File: config.mk
export PLATFORM = sky130hd
export DESIGN_NAME = coil_pwm_regulator
export DESIGN_NICKNAME = d
export VERILOG_FILES = /design/src/rtl/coil_pwm_pkg.sv /design/src/rtl/coil_pwm_decay_ctrl.sv /design/src/rtl/coil_pwm_datapath.sv /design/src/rtl/coil_pwm_regulator.sv
export SDC_FILE = /design/constraint.sdc
export NUM_CORES = 1
export LEC_CHECK = 0
export BUFFER_PORTS_ARGS = -buffer_cell sky130_fd_sc_hd__buf_2
export CORE_MARGIN = 5
export CORE_UTILIZATION = 45
export CTS_CLUSTER_SIZE = 16
export DETAILED_ROUTE_END_ITERATION = 8
export PLACE_DENSITY_LB_ADDON = 0.25
export SLEW_MARGIN = 15
export SYNTH_ARGS = -nofsm -noshare
export SYNTH_HDL_FRONTEND = slang
export SYNTH_SLANG_ARGS = --single-unit
File: constraint.sdc
create_clock -name clk -period 3.5 [get_ports clk]
set_input_delay 0.7 -clock clk [delete_from_list [all_inputs] [get_ports clk]]
set_output_delay 0.7 -clock clk [all_outputs]
set_load 0.1 [all_outputs]
File: src/rtl/coil_pwm_pkg.sv
package coil_pwm_pkg;

  typedef enum logic [1:0] {
    MODE_OFF  = 2'd0,
    MODE_FWD  = 2'd1,
    MODE_SLOW = 2'd2,
    MODE_FAST = 2'd3
  } decayMode_e;

  // gate vector order: {hiA, loA, hiB, loB}
  localparam int G_HI_A = 3;
  localparam int G_LO_A = 2;
  localparam int G_HI_B = 1;
  localparam int G_LO_B = 0;

  typedef struct packed {
    logic       run;
    logic [3:0] gateReq;
  } ctrlStrobes_t;

endpackage

File: src/rtl/coil_pwm_decay_ctrl.sv
module coil_pwm_decay_ctrl
  import coil_pwm_pkg::*;
#(
  parameter int MAG_W = 5
) (
  input  logic             clk,
  input  logic             rstN,
  input  logic             motEn,
  input  logic [MAG_W-1:0] tgtMag,
  input  logic             tgtSign,
  input  logic             cmpHigh,
  input  logic             periodStart,
  output ctrlStrobes_t     strb
);

  decayMode_e       mode;
  logic [MAG_W-1:0] prevMag;
  logic             magDrop;

  assign magDrop = (tgtMag < prevMag);

  always_ff @(posedge clk) begin
    if (!rstN) begin
      mode    <= MODE_OFF;
      prevMag <= '0;
    end else begin
      prevMag <= tgtMag;
      if (!motEn) begin
        mode <= MODE_OFF;
      end else if (magDrop) begin
        mode <= MODE_FAST;
      end else begin
        unique case (mode)
          MODE_OFF:  if (periodStart) mode <= MODE_FWD;
          MODE_FWD:  if (!periodStart && cmpHigh) mode <= MODE_SLOW;
          MODE_SLOW: if (periodStart) mode <= MODE_FWD;
          MODE_FAST: if (!cmpHigh) mode <= periodStart ? MODE_FWD : MODE_SLOW;
          default:   mode <= MODE_OFF;
        endcase
      end
    end
  end

  logic [3:0] fwdPat;
  logic [3:0] revPat;

  assign fwdPat = tgtSign ? 4'b0110 : 4'b1001;
  assign revPat = tgtSign ? 4'b1001 : 4'b0110;

  always_comb begin
    strb.run     = motEn;
    strb.gateReq = 4'b0000;
    if (motEn) begin
      unique case (mode)
        MODE_FWD:  strb.gateReq = fwdPat;
        MODE_SLOW: strb.gateReq = 4'b0101;
        MODE_FAST: strb.gateReq = revPat;
        default:   strb.gateReq = 4'b0000;
      endcase
    end
  end

endmodule

File: src/rtl/coil_pwm_datapath.sv
module coil_pwm_datapath
  import coil_pwm_pkg::*;
#(
  parameter int BASE_TICKS = 175,
  parameter int JIT_SPAN   = 18,
  parameter int DEAD_TICKS = 4
) (
  input  logic         clk,
  input  logic         rstN,
  input  ctrlStrobes_t strb,
  input  logic         dblFreq,
  input  logic         jitterEn,
  output logic         periodStart,
  output logic [3:0]   gates
);

  localparam int DBL_TICKS = (BASE_TICKS + 1) / 2;
  localparam int MAX_TICKS = BASE_TICKS + JIT_SPAN - 1;
  localparam int CNT_W     = $clog2(MAX_TICKS + 1);
  localparam int OFF_W     = $clog2(JIT_SPAN);
  localparam int DEAD_W    = $clog2(DEAD_TICKS + 1);
  localparam int LFSR_W    = 8;
  localparam logic [LFSR_W-1:0] LFSR_SEED = 8'hA5;

  // ---------------- period timer with jitter ----------------
  logic [CNT_W-1:0]  cnt;
  logic [CNT_W-1:0]  curLen;
  logic [CNT_W-1:0]  nextLen;
  logic [CNT_W-1:0]  baseLen;
  logic [LFSR_W-1:0] lfsr;
  logic [LFSR_W-1:0] lfsrNext;
  logic [OFF_W-1:0]  jitRaw;
  logic [OFF_W-1:0]  jitOff;

  assign lfsrNext = {lfsr[LFSR_W-2:0], lfsr[7] ^ lfsr[5] ^ lfsr[4] ^ lfsr[3]};
  assign jitRaw   = lfsr[OFF_W-1:0];
  assign jitOff   = (int'(jitRaw) >= JIT_SPAN) ? OFF_W'(int'(jitRaw) - JIT_SPAN) : jitRaw;
  assign baseLen  = dblFreq ? CNT_W'(DBL_TICKS) : CNT_W'(BASE_TICKS);
  assign nextLen  = baseLen + (jitterEn ? CNT_W'(jitOff) : CNT_W'(0));

  always_ff @(posedge clk) begin
    if (!rstN) begin
      cnt    <= '0;
      curLen <= CNT_W'(BASE_TICKS);
      lfsr   <= LFSR_SEED;
    end else if (!strb.run) begin
      cnt    <= '0;
      curLen <= nextLen;
    end else if (cnt == curLen - CNT_W'(1)) begin
      cnt    <= '0;
      curLen <= nextLen;
      lfsr   <= lfsrNext;
    end else begin
      cnt <= cnt + CNT_W'(1);
    end
  end

  assign periodStart = strb.run && (cnt == '0);

  // ---------------- dead-time gate stage ----------------
  logic [DEAD_W-1:0] deadCnt;
  logic [3:0]        excess;

  assign excess = gates & ~strb.gateReq;

  always_ff @(posedge clk) begin
    if (!rstN) begin
      gates   <= 4'b0000;
      deadCnt <= '0;
    end else if (gates == strb.gateReq) begin
      deadCnt <= '0;
    end else if (excess != 4'b0000) begin
      gates   <= gates & strb.gateReq;
      deadCnt <= '0;
    end else if (deadCnt == DEAD_W'(DEAD_TICKS - 1)) begin
      gates   <= strb.gateReq;
      deadCnt <= '0;
    end else begin
      deadCnt <= deadCnt + DEAD_W'(1);
    end
  end

endmodule

File: src/rtl/coil_pwm_regulator.sv
module coil_pwm_regulator
  import coil_pwm_pkg::*;
#(
  parameter int MAG_W      = 5,
  parameter int BASE_TICKS = 175,
  parameter int JIT_SPAN   = 18,
  parameter int DEAD_TICKS = 4
) (
  input  logic             clk,
  input  logic             rstN,
  input  logic             motEn,
  input  logic             dblFreq,
  input  logic             jitterEn,
  input  logic [MAG_W-1:0] tgtMag,
  input  logic             tgtSign,
  input  logic             cmpHigh,
  output logic             gateHiA,
  output logic             gateLoA,
  output logic             gateHiB,
  output logic             gateLoB
);

  ctrlStrobes_t strb;
  logic         periodStart;
  logic [3:0]   gates;

  coil_pwm_decay_ctrl #(.MAG_W(MAG_W)) ctrl_i (
    .clk         (clk),
    .rstN        (rstN),
    .motEn       (motEn),
    .tgtMag      (tgtMag),
    .tgtSign     (tgtSign),
    .cmpHigh     (cmpHigh),
    .periodStart (periodStart),
    .strb        (strb)
  );

  coil_pwm_datapath #(
    .BASE_TICKS (BASE_TICKS),
    .JIT_SPAN   (JIT_SPAN),
    .DEAD_TICKS (DEAD_TICKS)
  ) dp_i (
    .clk         (clk),
    .rstN        (rstN),
    .strb        (strb),
    .dblFreq     (dblFreq),
    .jitterEn    (jitterEn),
    .periodStart (periodStart),
    .gates       (gates)
  );

  assign gateHiA = gates[G_HI_A];
  assign gateLoA = gates[G_LO_A];
  assign gateHiB = gates[G_HI_B];
  assign gateLoB = gates[G_LO_B];

endmodule

==> metrics.cfg, run 1 <==
[clocking]
post_cts_buffers = 0
numCtsBuffers = 5
clockBufferDepth = 2
clkTransAtPathRegs_ps = 70
hold_buffers = 0
cts-root-buf = clkbuf_8
cts_tree = yes
htreeDepth = 2
postCtsResizedCells = 0
insertion_delay_ps = 280
cts.sinks = 38

[worst_setup_path]
critPathMaxStageDelay_ps = 410
endpoint_kind = flop
start_kind = flop
cp.arrival_ps = 3170
r2r_slack_ps = 520
worstPathCellList = inv_1 > ha_1 > nand2b_1 > o21ai_0 > nand2_1 > o21ai_0 > and2_1 > ha_1 > a21o_1 > a2111oi_0 > mux2i_1 > o311ai_0 > nor3_1 > a221oi_1
crit_type = flop to flop
crit_required_ps = 3690
crit_fanout = 7
critPathSlowestCell = a2111oi_0

[die]
ios = 16
design.core.area_um2 = 5540
rows = 27
die_h_um = 85.6
initial_core_util_pct = 46.5
die-area_um2 = 7330
die-width_um = 85.6

[sta]
fin_crit_ps = 2980
fin_crit_sh_pct = 85.1
relSlewSlack_pct = 58.5
hold_viol = 0
timing.final.max_slew_violations = 0
finalSetupViolCount = 0
setup-tns-final_ps = 0
rsz0062_at_grt = no
max_freq_mhz = 336
clock_skew_ps = 3.60
worst_slack_ps = 523
max_slew.worst_pin.slew_ps = 614

[yosys]
synthArstFlopShare_pct = 0
synth.distinct_cells = 55
synth_seq_cells = 38
synth_ff_type = dfxtp_1
syn_area_um2 = 2570
syn_inst = 300
syn_area_per_cell_um2 = 8.58
synth_edf_count = 0
yosys_warnings = 0
syn_nets = 336
synth_seq_area_share_pct = 29.6

[place]
dp_hpwl_um = 3840
io_buffers = 15
place_inst = 376
routabilityCongestion = 0.777
place_ws_ps = 520
place_area_um2 = 2690

[power]
finalPower_w = 0.00106
peakVddDrop_mv = 0.222
p_leak_nw = 1.19
powerDensity_nw_per_um2 = 378

[run_status]
status = completed

[final_layout]
layout.nets = 347
layout-drive-gt1-share_pct = 11.2
fin_area_um2 = 2800
area_growth_syn_to_layout_pct = 8.60
antennaDiodeCount = 0
nFillCells = 542
instances_no_fill = 384

[routing]
wl_per_cell_um = 13.0
dr.first_iter.drc_count = 126
drt_first_pass_iters = 4
antenna_left = 0
drt-total-wl_um = 5010
drc = 0
via_per_inst = 5.24
vias = 2014

[global_route]
overflow = 0
grt_usage_pct = 14.6
grt_max_degree = 25
antenna_found_initial = 0
grt_pass1_vias = 1973
grt_pass1_wl_um = 8920

[run]
cap_violations = 0

[hold_path]
hold_path.class = flop to flop

[cell type report]
type,count,area [µm²],share of cell area (%)
Tap cell,72,90.1,3.22
Clock buffer,7,76.3,2.73
Clock inverter,1,30.0,1.07
Multi-Input combinational cell,228,1670,59.7
Inverter,21,78.8,2.82
Sequential cell,38,761,27.2
Timing Repair Buffer,17,90.1,3.22
[metal layers]
layer,GRT usage [%],part of all wire (%),vias up
met4,3.45,0.56,0
li1,-,-,1082
met5,0,0,-
met3,2.88,2.8,2
met1,19.5,50,913
met2,24.3,47,17
[kinds of logic after synthesis]
kind of cell             share of synthesized area [%]
XOR/XNOR                                          8.85
AND/OR/NAND/NOR                                   21.6
adder cells (fa/ha/maj)                           12.0
flip-flops                                        29.6
buffers and inverters                             5.59
AO/OA/AOI/OAI                                     18.5
multiplexers                                      3.89
[final timing paths]
path / depth (start not counted) / to / start
setup / recovery: 14 / dp_i.curLen[5] / dp_i.lfsr[1]
hold / removal: 1 / dp_i.deadCnt[0] / dp_i.deadCnt[0]
setup reg to reg: 14 / dp_i.curLen[5] / dp_i.lfsr[1]
hold reg to reg: 1 / dp_i.deadCnt[0] / dp_i.deadCnt[0]
[critical path: cells and delay by family, from the launching register on]
family | cells | cell delay [ps]
DFF | 1 | 370
AOI/OAI and AO/OA | 6 | 1440
adders and majority gates | 2 | 410
and+or+nand+nor | 4 | 450
buffers and inverters | 1 | 80
muxes | 1 | 130
[cells in the mapped netlist, drive strengths merged, types with 2 or more instances]
master   number  area (µm²)
nor3b         2        15.0
o21ba         2        20.0
nand3         6        30.0
ha           23         288
a311oi        2        30.0
xor2         12         105
clkbuf       10        37.5
mux2i        10         100
o21bai        2        15.0
nor2b         4        25.0
nor2         29         109
a211o         3        26.3
nand2b        4        25.0
xnor2        14         123
a21o          6        45.0
nor3          6        41.3
a31oi         5        31.3
o32ai         2        25.0
or3           3        18.8
nand2        23        86.3
and2         11        68.8
and3          5        31.3
a211oi        9        77.6
nand4         5        31.3
a2111oi       2        23.8
dfxtp        38         761
inv          21        78.8
nor4          7        50.1
a21oi         5        25.0
o21ai        10        53.8
buf           3        27.5
[layout by cell type (no fill, tap or decap), drive strengths merged, types with 7 or more instances in the layout]
master and instances:
a211oi 9, and2 11, buf 17, clkbuf 7, dfxtp 38, ha 23
inv 21, mux2i 10, nand2 23, nor2 29, nor4 7, o21ai 10
xnor2 14, xor2 12
[registers in the layout, summed over array words and instances (netlist names)]
signal          cells
ctrl_i.prevMag      5
ctrl_i.mode         2
dp_i.lfsr           8
dp_i.gates          4
dp_i.curLen         8
dp_i.deadCnt        3
dp_i.cnt            8
[metrics by stage]
stage | util [%] | hold slack (ps)
after global placement | 48.5 | 415
final | 50.5 | 423
after CTS | 50.5 | 427
after detailed placement | 48.5 | 416
after global routing | 50.5 | 461
after floorplan | - | 399
[where the power goes]
group	total (W)	internal [W]	switching [W]
Clock	0.000361	0.000213	0.000148
Combinational	0.000215	0.0000837	0.000131
Sequential	0.000479	0.000455	0.0000239
No activity file was read; power rests on OpenSTA's default activity.
==> inputs of run 2 (changes only) <==
Settings changed: CORE_ASPECT_RATIO set to 0.6.
==> run 2 against run 1 <==
Register-to-register slack improved by 20 ps. Global-route usage up 1.3 points. Critical path type unchanged. Sequential power barely moved. Cell count grew 2.1%. First-iteration DRC count decreased by 6.3%. Combinational power about the same. Clock-buffer cell count decreased by 2. Power grew 9.5%. Sequential share of layout area shrank 0.40 points. Critical path depth did not move.
==> metrics.cfg, run 2 (synthesized netlist as in run 1, its figures left out) <==
[run_status]
status = completed

[worst_setup_path]
crit_fanout = 7
cp.arrival_ps = 3160
crit_type = flop to flop
critPathMaxStageDelay_ps = 400
crit_buf_inv = 1
endpoint_kind = flop
critPathTopFamily = compound AO/OA/AOI/OAI gates
crit_end = dp_i.curLen[5]
worstPathCellList = inv_1 > ha_1 > nand2b_1 > o21ai_0 > nand2_1 > o21ai_0 > and2_1 > ha_1 > a21o_1 > a2111oi_0 > mux2i_1 > o311ai_0 > nor3_1 > a221oi_1
reg2reg_to = dp_i.curLen[5]
critPathSlowestCell = a2111oi_0
regToRegStartpoint = dp_i.lfsr[1]
worstRegToRegCells = 14
r2r_slack_ps = 550
start_kind = flop
cp.depth = 14
crit_required_ps = 3710
critPathLaunch = dp_i.lfsr[1]

[clocking]
numCtsBuffers = 5
cts.sinks = 38
htreeDepth = 2
cts-root-buf = clkbuf_8
cts_tree = yes
postCtsResizedCells = 0
insertion_delay_ps = 300
hold_buffers = 0
clkTransAtPathRegs_ps = 80
post_cts_buffers = 0
clockBufferDepth = 2

[final_layout]
area_growth_syn_to_layout_pct = 10.2
instances_no_fill = 392
top_regs = dp_i.cnt (8), dp_i.curLen (8), dp_i.lfsr (8)
final_cell_mix = dfxtp_1, nor2_1, nand2_1, ha_1, inv_1
fin_area_um2 = 2840
nFillCells = 543
layout.nets = 347
layout-drive-gt1-share_pct = 11.9
antennaDiodeCount = 0
final_util_pct = 50.9
final_common_cell = dfxtp_1

[routing]
drt-total-wl_um = 5380
drc = 0
vias = 2070
antenna_left = 0
dr.first_iter.drc_count = 118
drt_first_pass_iters = 4
via_per_inst = 5.28
wl_per_cell_um = 13.7

[die]
rows = 21
initial_core_util_pct = 46.2
design.core.area_um2 = 5570
die-area_um2 = 7380
ios = 16
die-width_um = 108
die_h_um = 68.6

[sta]
timing.final.max_slew_violations = 0
finalSetupViolCount = 0
rsz0062_at_grt = no
clock_skew_ps = 5.59
whs_ps = 428
relSlewSlack_pct = 58.3
max_slew.worst_pin.slew_ps = 617
hold_viol = 0
fin_crit_ps = 2950
max_freq_mhz = 338
setup-tns-final_ps = 0
fin_crit_sh_pct = 84.4

[global_route]
grt_max_degree = 25
overflow = 0
grt_pass1_wl_um = 9290
grt_pass1_vias = 1978
antenna_found_initial = 0
grt_usage_pct = 15.9

[hold_path]
hold_path.class = flop to flop

[power]
powerDensity_nw_per_um2 = 407
p_leak_nw = 1.21
peakVddDrop_mv = 0.216

[place]
place_area_um2 = 2700
dp_hpwl_um = 4090
place_inst = 384
io_buffers = 15
routabilityCongestion = 0.878

[run]
cap_violations = 0

## run 2: changes by cell type in the layout (fill, tap and decap cells not counted), sizes merged
cell,delta
bufinv,+1
clkinv,+1
clkbuf,-2
## run 2: how the worst min path moves through the flow
stage | start | depth (start not counted) | endpoint
after floorplan | dp_i.deadCnt[0] | 1 | dp_i.deadCnt[0]
after global placement | dp_i.deadCnt[0] | 1 | dp_i.deadCnt[0]
after detailed placement | dp_i.deadCnt[0] | 1 | dp_i.deadCnt[0]
after CTS | dp_i.deadCnt[0] | 1 | dp_i.deadCnt[0]
after global routing | dp_i.deadCnt[0] | 1 | dp_i.deadCnt[0]
final | dp_i.deadCnt[0] | 1 | dp_i.deadCnt[0]
## run 2: through the flow
step           total power [W]  worst slack, ps
5_1_grt                0.00121              185
2_1_floorplan         0.000655              660
3_5_place_dp          0.000706              557
6_report               0.00116              546
4_1_cts                0.00117              535
3_3_place_gp          0.000702              635
## run 2: power breakdown
part | switching, W | total [W] | leakage [nW] | internal (W)
sequential | 0.0000242 | 0.000479 | 0.311 | 0.000455
clock | 0.000173 | 0.000459 | 0.0683 | 0.000286
combinational | 0.000134 | 0.000218 | 0.830 | 0.0000839
## run 2: worst register-to-register path, delay by kind of cell, from the launching register on
family | cells | cell delay [ps]
compound gates | 6 | 1420
mux | 1 | 120
flops | 1 | 380
buf+inv | 1 | 80
fa+ha+maj | 2 | 420
simple gates | 4 | 460
## run 2: final cells by class
cell class	instances	area [µm²]	area share (%)
multi-input cells	228	1670	58.8
flip-flops and latches	38	761	26.8
well taps	80	100	3.53
repair buffers	17	90.1	3.18
inverters	21	78.8	2.78
clock buffers	5	68.8	2.43
clock inverters	3	68.8	2.43
## run 2: routing by layer
| metal | GRT usage [%] | share of wire (%) | vias to the layer above | wire (µm) |
|---|---|---|---|---|
| met5 | 0 | 0 | - | 0 |
| met4 | 5.98 | 1.7 | 0 | 89 |
| met3 | 4.09 | 4.6 | 9 | 250 |
| met2 | 22.4 | 36 | 32 | 1950 |
| met1 | 23.1 | 57 | 945 | 3090 |
| li1 | - | - | 1084 | - |
